===== config.mk =====
export PLATFORM = sky130hd
export DESIGN_NAME = plc_ask_encoder
export DESIGN_NICKNAME = d
export VERILOG_FILES = /design/src/rtl/plc_pkg.sv /design/src/rtl/plc_unit_tick.sv /design/src/rtl/plc_bit_queue.sv /design/src/rtl/plc_frame_seq.sv /design/src/rtl/plc_ask_encoder.sv
export SDC_FILE = /design/constraint.sdc
export NUM_CORES = 1
export LEC_CHECK = 0
export ABC_CLOCK_PERIOD_IN_PS = 2200
export BUFFER_PORTS_ARGS = -buffer_cell sky130_fd_sc_hd__buf_2
export CAP_MARGIN = 20
export CORE_MARGIN = 5
export CORE_UTILIZATION = 57
export CTS_BUF_LIST = sky130_fd_sc_hd__clkbuf_4 sky130_fd_sc_hd__clkbuf_8 sky130_fd_sc_hd__clkbuf_16
export DETAILED_ROUTE_END_ITERATION = 6
export GPL_ROUTABILITY_DRIVEN = 1
export PLACE_DENSITY = 0.79
export SYNTH_ARGS = -nofsm -noshare
export SYNTH_HDL_FRONTEND = slang
export SYNTH_SLANG_ARGS = --single-unit

===== constraint.sdc =====
create_clock -name clk_i -period 2.2 [get_ports clk_i]
set_input_delay 0.66 -clock clk_i [delete_from_list [all_inputs] [get_ports clk_i]]
set_output_delay 0.66 -clock clk_i [all_outputs]
set_load 0.02 [all_outputs]

===== src/rtl/plc_pkg.sv =====
package plc_pkg;
  typedef enum logic [2:0] {
    PH_IDLE,
    PH_LEAD,
    PH_GAP,
    PH_MARK,
    PH_EOF
  } phase_e;
endpackage


===== src/rtl/plc_unit_tick.sv =====
module plc_unit_tick #(
  parameter int unsigned DIV = 2000
) (
  input  logic clk_i,
  input  logic rst_ni,
  input  logic run_i,
  output logic tick_o
);
  localparam int unsigned PW = (DIV > 1) ? $clog2(DIV) : 1;

  logic [PW-1:0] pre_q;
  logic          wrap;

  assign wrap   = (pre_q == PW'(DIV - 1));
  assign tick_o = run_i && wrap;

  always_ff @(posedge clk_i or negedge rst_ni) begin
    if (!rst_ni)          pre_q <= '0;
    else if (!run_i)      pre_q <= '0;
    else if (wrap)        pre_q <= '0;
    else                  pre_q <= pre_q + 1'b1;
  end

  // prescaler never leaves its range, so a unit is exactly DIV cycles
  a_r2_pre_range: assert property (@(posedge clk_i) disable iff (!rst_ni)
    pre_q <= PW'(DIV - 1));
  // prescaler restarts from zero whenever the frame is idle
  a_r2_pre_idle: assert property (@(posedge clk_i) disable iff (!rst_ni)
    !run_i |=> pre_q == '0);
endmodule


===== src/rtl/plc_bit_queue.sv =====
module plc_bit_queue #(
  parameter int unsigned MAX_BITS = 32,
  localparam int unsigned CW = $clog2(MAX_BITS + 1)
) (
  input  logic                clk_i,
  input  logic                rst_ni,
  input  logic                load_i,
  input  logic [MAX_BITS-1:0] bits_i,
  input  logic [CW-1:0]       cnt_i,
  input  logic                shift_i,
  output logic                cur_bit_o,
  output logic                empty_o
);
  logic [MAX_BITS-1:0] sh_q;
  logic [CW-1:0]       rem_q;

  always_ff @(posedge clk_i or negedge rst_ni) begin
    if (!rst_ni) begin
      sh_q  <= '0;
      rem_q <= '0;
    end else if (load_i) begin
      sh_q  <= bits_i;
      rem_q <= (cnt_i > CW'(MAX_BITS)) ? CW'(MAX_BITS) : cnt_i;
    end else if (shift_i) begin
      sh_q  <= sh_q >> 1;
      rem_q <= rem_q - 1'b1;
    end
  end

  assign cur_bit_o = sh_q[0];
  assign empty_o   = (rem_q == '0);

  // remaining count is clamped to the buffer size
  a_r10_rem_clamped: assert property (@(posedge clk_i) disable iff (!rst_ni)
    rem_q <= CW'(MAX_BITS));
  // the sequencer never consumes a bit that is not there
  a_r4_no_underflow: assert property (@(posedge clk_i) disable iff (!rst_ni)
    shift_i |-> !empty_o);
endmodule


===== src/rtl/plc_frame_seq.sv =====
module plc_frame_seq
  import plc_pkg::*;
#(
  parameter int unsigned LEAD_UNITS = 170,
  parameter int unsigned GAP_UNITS  = 8,
  parameter int unsigned ZERO_UNITS = 18,
  parameter int unsigned ONE_UNITS  = 28,
  parameter int unsigned EOF_UNITS  = 38
) (
  input  logic clk_i,
  input  logic rst_ni,
  input  logic start_i,
  input  logic cnt_nz_i,
  input  logic tick_i,
  input  logic cur_bit_i,
  input  logic empty_i,
  output logic load_o,
  output logic shift_o,
  output logic field_o,
  output logic busy_o,
  output logic done_o
);
  localparam int unsigned SW =
    $clog2(LEAD_UNITS + GAP_UNITS + ZERO_UNITS + ONE_UNITS + EOF_UNITS + 1);

  phase_e        phase_q;
  logic [SW-1:0] seg_q;
  logic          field_q;
  logic          done_q;
  logic          accept;
  logic          seg_end;

  assign busy_o  = (phase_q != PH_IDLE);
  assign accept  = start_i && !busy_o && cnt_nz_i;
  assign seg_end = tick_i && (seg_q == SW'(1));
  assign load_o  = accept;
  assign shift_o = (phase_q == PH_MARK) && seg_end;
  assign field_o = field_q;
  assign done_o  = done_q;

  always_ff @(posedge clk_i or negedge rst_ni) begin
    if (!rst_ni) begin
      phase_q <= PH_IDLE;
      seg_q   <= '0;
      field_q <= 1'b0;
      done_q  <= 1'b0;
    end else begin
      done_q <= 1'b0;
      if (phase_q == PH_IDLE) begin
        if (accept) begin
          phase_q <= PH_LEAD;
          seg_q   <= SW'(LEAD_UNITS);
          field_q <= 1'b1;
        end
      end else if (tick_i) begin
        if (!seg_end) begin
          seg_q <= seg_q - 1'b1;
        end else begin
          unique case (phase_q)
            PH_LEAD, PH_MARK: begin
              phase_q <= PH_GAP;
              seg_q   <= SW'(GAP_UNITS);
              field_q <= 1'b0;
            end
            PH_GAP: begin
              field_q <= 1'b1;
              if (empty_i) begin
                phase_q <= PH_EOF;
                seg_q   <= SW'(EOF_UNITS);
              end else begin
                phase_q <= PH_MARK;
                seg_q   <= cur_bit_i ? SW'(ONE_UNITS) : SW'(ZERO_UNITS);
              end
            end
            PH_EOF: begin
              phase_q <= PH_IDLE;
              seg_q   <= '0;
              done_q  <= 1'b1;
            end
            default: phase_q <= PH_IDLE;
          endcase
        end
      end
    end
  end

  // accepted start opens the lead-in with the field on
  a_r2_accept: assert property (@(posedge clk_i) disable iff (!rst_ni)
    accept |=> busy_o && field_o && phase_q == PH_LEAD);
  // the field is off during every gap
  a_r3_gap_off: assert property (@(posedge clk_i) disable iff (!rst_ni)
    (phase_q == PH_GAP) |-> !field_q);
  // done never overlaps busy
  a_r6_done_idle: assert property (@(posedge clk_i) disable iff (!rst_ni)
    done_o |-> !busy_o);
  // frame ends with done and the field left on
  a_r7_field_after: assert property (@(posedge clk_i) disable iff (!rst_ni)
    $fell(busy_o) |-> done_o && field_o);
  // nothing moves between unit ticks, start while busy included
  a_r8_hold: assert property (@(posedge clk_i) disable iff (!rst_ni)
    busy_o && !tick_i |=> $stable(seg_q) && $stable(phase_q) && $stable(field_q));
  // zero-length request starts nothing
  a_r9_zero_cnt: assert property (@(posedge clk_i) disable iff (!rst_ni)
    start_i && !busy_o && !cnt_nz_i |=> !busy_o && !done_o && $stable(field_o));
endmodule


===== src/rtl/plc_ask_encoder.sv =====
module plc_ask_encoder #(
  parameter int unsigned MAX_BITS   = 32,
  parameter int unsigned UNIT_DIV   = 2000,
  parameter int unsigned LEAD_UNITS = 170,
  parameter int unsigned GAP_UNITS  = 8,
  parameter int unsigned ZERO_UNITS = 18,
  parameter int unsigned ONE_UNITS  = 28,
  parameter int unsigned EOF_UNITS  = 38,
  localparam int unsigned CW = $clog2(MAX_BITS + 1)
) (
  input  logic                clk_i,
  input  logic                rst_ni,
  input  logic                start_i,
  input  logic [MAX_BITS-1:0] cmd_bits_i,
  input  logic [CW-1:0]       bit_cnt_i,
  output logic                field_on_o,
  output logic                busy_o,
  output logic                done_o
);
  logic tick;
  logic load;
  logic shift;
  logic cur_bit;
  logic empty;

  plc_unit_tick #(.DIV(UNIT_DIV)) u_tick (
    .clk_i  (clk_i),
    .rst_ni (rst_ni),
    .run_i  (busy_o),
    .tick_o (tick)
  );

  plc_bit_queue #(.MAX_BITS(MAX_BITS)) u_queue (
    .clk_i     (clk_i),
    .rst_ni    (rst_ni),
    .load_i    (load),
    .bits_i    (cmd_bits_i),
    .cnt_i     (bit_cnt_i),
    .shift_i   (shift),
    .cur_bit_o (cur_bit),
    .empty_o   (empty)
  );

  plc_frame_seq #(
    .LEAD_UNITS (LEAD_UNITS),
    .GAP_UNITS  (GAP_UNITS),
    .ZERO_UNITS (ZERO_UNITS),
    .ONE_UNITS  (ONE_UNITS),
    .EOF_UNITS  (EOF_UNITS)
  ) u_seq (
    .clk_i     (clk_i),
    .rst_ni    (rst_ni),
    .start_i   (start_i),
    .cnt_nz_i  (|bit_cnt_i),
    .tick_i    (tick),
    .cur_bit_i (cur_bit),
    .empty_i   (empty),
    .load_o    (load),
    .shift_o   (shift),
    .field_o   (field_on_o),
    .busy_o    (busy_o),
    .done_o    (done_o)
  );

  // outputs quiet straight out of reset
  a_r1_reset_quiet: assert property (@(posedge clk_i)
    $rose(rst_ni) |-> !busy_o && !done_o && !field_on_o);
endmodule


==> reports/results.txt, run 1 <==
Top cells by area, synth: dfrtp_1 50%, nand2_1 9.0%, a22oi_1 7.3%
Die Wd: 84.6 µm
Outcome: complete, no violations
Finished Cell Area: 3880 µm²
Die height: 84.6 µm
WP data required: 2.46 ns
Antenna viol nets, final: 0
Peak Freq: 471 MHz
CP max-delay cell: or4_4
Main synth FF type: dfrtp_1
Core area: 5470 µm²
Post-Syn Area: 3170 µm²
Final HPWL DP: 5.10 mm
Routability Congestion: 0.857
Buf/Inv on CP: 2
Cell Area, Placed: 3650 µm²
Setup crit end kind: flip-flop
Starting Density: 58.0%
Cell chosen for the clock root: clkbuf_8
Initial drt markers: 227
Power, Total: 2.15 mW
CTS Buf Count: 9
CTS Sinks: 63
CTS tree: yes
Die Area: 7160 µm²
Layout cells sized above 1: 25.4%
Syn avg cell area: 9.65 µm²
Post-synthesis sequential area ratio: 49.7%
Final setup violating endpoints: 0
Clock Latency Late Sink: 0.34 ns
Io pins: 44
Measured slew at the worst slew-check pin: 0.350 ns
Syn nets: 375
Clock slew at reported path FFs: 0.07 ns
Layout overhead on the synthesized area: 22.3%
WS Path Type: in2reg
Peak supply drop: 0.503 mV
Diodes inserted: 0
Final TNS setup: 0 ns
Syn Inst Count: 329
Gr ovfl total: 0
Largest net degree at the start of global routing: 64
Delay-heaviest family, CP: compound AO/OA/AOI/OAI gates
Crit path time final: 2.12 ns
Synth warn: 0
# hold bufs at CTS: 0
Final worst-path cycle share: 96.5%
First-pass GRT wire length: 12.6 mm
Gr usage total: 21.8%
TritonRoute pass-1 iters: 4
DR vias/cell: 5.81
CP max stage delay: 0.55 ns
Max clock buf depth: 2
Post-synth EDFFs: 0
Max Cap Violations: 0
Critical path launch point type: primary input
Vias in the first global route: 2686
Max-slew violation count: 0
Hold_ws: 0.312 ns
Clk_skew: 0.00817 ns
Most common cell after layout, fill and taps aside: nand2_1
Site Rows: 27
Nets@finish: 444
Most frequent cells in the layout: 76 x nand2_1, 63 x dfrtp_1, 43 x buf_2, 31 x a22oi_1, 26 x buf_4
Leakage: 1.90 nW
DRC: 0
Worst path cell trace: buf_2 > or4_4 > o311a_4 > o22ai_2 > buf_4 > a211oi_1 > a21oi_1
HP Class: in2async
Pwr dens: 554 nW/µm²
Flop2flop setup slack: 0.13 ns
Htree depth: 3
CP arrival: 2.38 ns
Initial antenna violation count: 0
Critical path fanouts, max: 5
RSZ-0062 raised after global routing: no
Endpoints failing hold: 0
Vias: 2756
Cell accounting for the most synthesized area: dfrtp_1
Routed length per instance: 15.3 µm
Slew headroom: 76.6%
Wirelength, routed: 7.26 mm
Ys async rst share: 100%
IO Port Bufs: 43
Layout fillers: 410
Register bit total from synthesis: 63
Netlist cell types: 62
Post-synth top area share: 49.7%
==> flip-flops by register name, indices dropped and copies added, names as in the netlist <==
signal         flops
u_queue.sh_q      32
u_tick.pre_q      11
u_seq.field_o      1
u_seq.phase_q      3
u_seq.done_o       1
u_seq.seg_q        9
u_queue.rem_q      6
==> cell usage after synthesis (2+ instances only) <==
library cell / n
o22ai_1: 2
nor4_1: 2
or3_1: 2
nor3_1: 3
dfrtp_1: 63
and3_1: 5
a211o_1: 2
ha_1: 5
o21ai_0: 9
a32oi_1: 2
nor2_1: 23
buf_2: 9
clkbuf_1: 3
a31oi_1: 4
a21oi_1: 5
and4_1: 2
o41ai_1: 3
nand3_1: 7
xor2_1: 3
o31ai_1: 3
nand2_1: 76
xnor2_1: 5
and4b_1: 2
o211ai_1: 2
nor3b_1: 3
inv_1: 9
o22a_1: 5
or4_1: 3
a2bb2oi_1: 3
a22oi_1: 31
nand4_1: 2
==> area by class of cell <==
cell class | count | area [µm²] | area share, %
Sequential cell | 63 | 1580 | 40.6
Multi-Input combinational cell | 241 | 1520 | 39.0
Timing Repair Buffer | 73 | 482 | 12.4
Clock buffer | 12 | 165 | 4.25
Tap cell | 72 | 90.1 | 2.32
Inverter | 10 | 37.5 | 0.966
Clock inverter | 3 | 17.5 | 0.451
==> stage by stage <==
step                      setup slack, ns  instances  util (%)
after floorplan                   -0.0159        329         -
after global placement             -0.211        455      66.7
after detailed placement           -0.266        455      66.7
after CTS                          0.0195        470      70.1
after global routing              0.00326        474      71.0
final                              0.0760        474      71.0
==> repair_timing <==
item | in CTS | in global routing
gates resized for setup | 1 | 4
buffers inserted | 0 | 4
pin swaps | 0 | 2
endpoints found under the setup margin | 1 | 18
==> layer usage <==
layer  track usage (%)  part of all wire, %  wire (µm)
met1              30.6                   46       3350
met2              33.1                   47       3440
met3              5.59                  4.9        356
met4              7.05                  1.5        108
met5                 0                    0          0
==> where the power goes <==
part	internal (mW)	switching, mW	total, mW
clock network	0.491	0.430	0.921
registers	1.16	0	1.16
logic	0.0341	0.0396	0.0737
total	1.68	0.470	2.15
==> cells by family (layout without fill, tap and decap cells) <==
logic type / Yosys count / in the layout / share of synthesized area [%]
mux: 1 / 1 / 0.355
simple gates: 142 / 142 / 21.6
compound gates: 85 / 85 / 20.5
xor+xnor: 8 / 8 / 2.21
fa+ha+maj: 5 / 5 / 1.97
flops: 63 / 63 / 49.7
buf+inv: 25 / 98 / 3.67
==> final timing paths <==
path | startpoint | end | depth (start not counted)
worst max-delay path | bit_cnt_i[0] | u_seq.seg_q[1]$_DFFE_PN0P_ | 7
worst max register to register | u_tick.pre_q[0]$_DFF_PN0_ | u_seq.seg_q[2]$_DFFE_PN0P_ | 7
worst min register to register | u_tick.pre_q[0]$_DFF_PN0_ | u_tick.pre_q[0]$_DFF_PN0_ | 1
worst min-delay path | rst_ni | u_seq.seg_q[6]$_DFFE_PN0P_ | 2
min in group clk_i | u_tick.pre_q[0]$_DFF_PN0_ | u_tick.pre_q[0]$_DFF_PN0_ | 1
max in group asynchronous | rst_ni | u_tick.pre_q[10]$_DFF_PN0_ | 2
Power figures use the tool's default switching activity.
==> run 2: changes to the inputs <==
Settings changed: BUFFER_PORTS_ARGS -buffer_cell sky130_fd_sc_hd__buf_2 to not set, CORE_UTILIZATION 57 to 60, DONT_BUFFER_PORTS set to 1, PLACE_DENSITY 0.79 to 0.76.
==> reports/results.txt, run 2 (synthesis results as in run 1) <==
Outcome: complete, no violations
HP Class: in2async
Pre-CTS setup slack: -0.116 ns
IO Port Bufs: 0
Io pins: 44
Gr ovfl total: 0
Critical R2R Launch: u_tick.pre_q[5]$_DFF_PN0_
Most frequent cells in the layout: 76 x nand2_1, 63 x dfrtp_1, 31 x a22oi_1, 23 x nor2_1, 21 x buf_4
Vias: 2630
Layout fillers: 382
Clock share of power: 50.7%
Peak supply drop: 0.457 mV
CTS Sinks: 63
Layout overhead on the synthesized area: 15.7%
Nets@finish: 395
Initial antenna violation count: 0
Largest net degree at the start of global routing: 64
Measured slew at the worst slew-check pin: 0.416 ns
Met3 usage: 5.86%
Most common cell after layout, fill and taps aside: nand2_1
Cell chosen for the clock root: clkbuf_8
Die Wd: 82.7 µm
Routed length per instance: 16.9 µm
CTS Buf Count: 9
GR peak layer: met2
First-pass GRT wire length: 11.7 mm
Diodes inserted: 0
Met2 Track Usage GR: 33.4%
Routability Congestion: 0.886
Antenna viol nets, final: 0
Critical path launch point type: flip-flop
Core area: 5110 µm²
Switching power: 0.486 mW
Crit path time final: 2.10 ns
Slew headroom: 72.2%
Max-slew violation count: 0
WP data required: 2.43 ns
Met1 Usage GRT: 31.8%
Max Cap Violations: 0
Initial drt markers: 218
Final worst-path cycle share: 95.3%
Regs by FF count: u_queue.sh_q: 32 flops, u_tick.pre_q: 11 flops, u_seq.seg_q: 9 flops
Starting Density: 62.2%
Clk_skew: 0.00613 ns
Site Rows: 26
CTS tree: yes
Worst setup path start: u_tick.pre_q[5]$_DFF_PN0_
Largest register FFs: 32
Wirelength, routed: 7.15 mm
Gate power share: 1.2%
Gr usage total: 22.8%
Flop2flop setup slack: 0.10 ns
Pwr dens: 655 nW/µm²
Critical path fanouts, max: 8
Sw frac: 20.2%
Peak Freq: 477 MHz
Top reg by flops: u_queue.sh_q
Sequential share of power: 48.1%
Clock slew at reported path FFs: 0.07 ns
Final TNS setup: 0 ns
WS Path Type: reg2reg
Layout cells sized above 1: 15.3%
DR vias/cell: 6.20
CP arrival: 2.33 ns
Internal power: 1.92 mW
Vias in the first global route: 2543
Worst r2r path cells: 5
Setup crit end kind: flip-flop
Htree depth: 3
Leakage: 1.73 nW
Endpoints failing hold: 0
Final HPWL DP: 4.87 mm
Clock Latency Late Sink: 0.34 ns
TritonRoute pass-1 iters: 5
DRC: 0
Die height: 82.7 µm
Die Area: 6850 µm²
RSZ-0062 raised after global routing: no
Final setup violating endpoints: 0
Max clock buf depth: 2
R2r endpoint: u_seq.seg_q[2]$_DFFE_PN0P_
Final worst slack: 0.104 ns
## run 2: changes by cell type in the layout (fill, tap and decap cells not counted), sizes merged
| cell | previous run | this run |
|---|---|---|
| buf | 73 | 24 |
| bufinv | 0 | 3 |
| clkbuf | 12 | 9 |
| inv | 9 | 10 |
## run 2: layout make-up
type	count	area (µm²)	area share (%)
Clock buffer	9	124	3.37
Clock inverter	7	120	3.27
Inverter	10	37.5	1.02
Multi-Input combinational cell	241	1500	40.9
Sequential cell	63	1580	42.9
Tap cell	70	87.6	2.38
Timing Repair Buffer	24	225	6.13
## run 2: power by group through the flow
stage / logic (mW) / registers [mW] / clock network [mW]
floorplan: 0.00222 / 1.18 / 0
global placement: 0.00296 / 1.18 / 0
detailed placement: 0.00299 / 1.18 / 0
CTS: 0.00299 / 1.16 / 1.23
global route: 0.0347 / 1.16 / 1.29
finish: 0.0294 / 1.16 / 1.22
## run 2: worst max-delay path by stage
| stage | to | slack, ns | cells after the start |
|---|---|---|---|
| after floorplan | u_queue.sh_q[10]$_DFFE_PN0P_ | -0.02 | 6 |
| after global placement | u_seq.seg_q[2]$_DFFE_PN0P_ | -0.08 | 5 |
| after detailed placement | u_queue.sh_q[22]$_DFFE_PN0P_ | -0.12 | 6 |
| after CTS | u_queue.rem_q[5]$_DFFE_PN0P_ | 0.08 | 6 |
| after global routing | u_queue.rem_q[5]$_DFFE_PN0P_ | 0.008 | 6 |
| final | u_seq.seg_q[2]$_DFFE_PN0P_ | 0.10 | 5 |
## run 2: per-layer routing
metal | share of wire [%] | wire (µm)
met5 | 0 | 0
met4 | 1.6 | 117
met3 | 7.2 | 514
met2 | 46 | 3270
met1 | 45 | 3240
## run 2: repair_timing
item / CTS / global route
endpoints found under the setup margin: 0 / 9
hold buffers: 0 / 1
hold endpoints to repair: 0 / 63
buffers inserted: 0 / 0
resized for setup: 0 / 2
## run 2: metrics by stage
stage	cell area, µm²	util (%)	power (mW)	std cells	hold WS, ns
4_1_cts	3640	71.3	2.39	423	0.000459
3_3_place_gp	3400	66.5	1.18	407	0.366
2_1_floorplan	3200	-	1.18	329	0.364
5_1_grt	3670	71.9	2.48	424	0.198
6_report	3670	71.9	2.41	424	0.191
3_5_place_dp	3400	66.5	1.18	407	0.367
## run 2: worst max-delay path: stages, from the launching register on
cell and delay (ns):
dfrtp_1 0.42, or3b_4 0.42, or3_1 0.44, nor2_2 0.36, a221oi_1 0.13, o22a_1 0.22
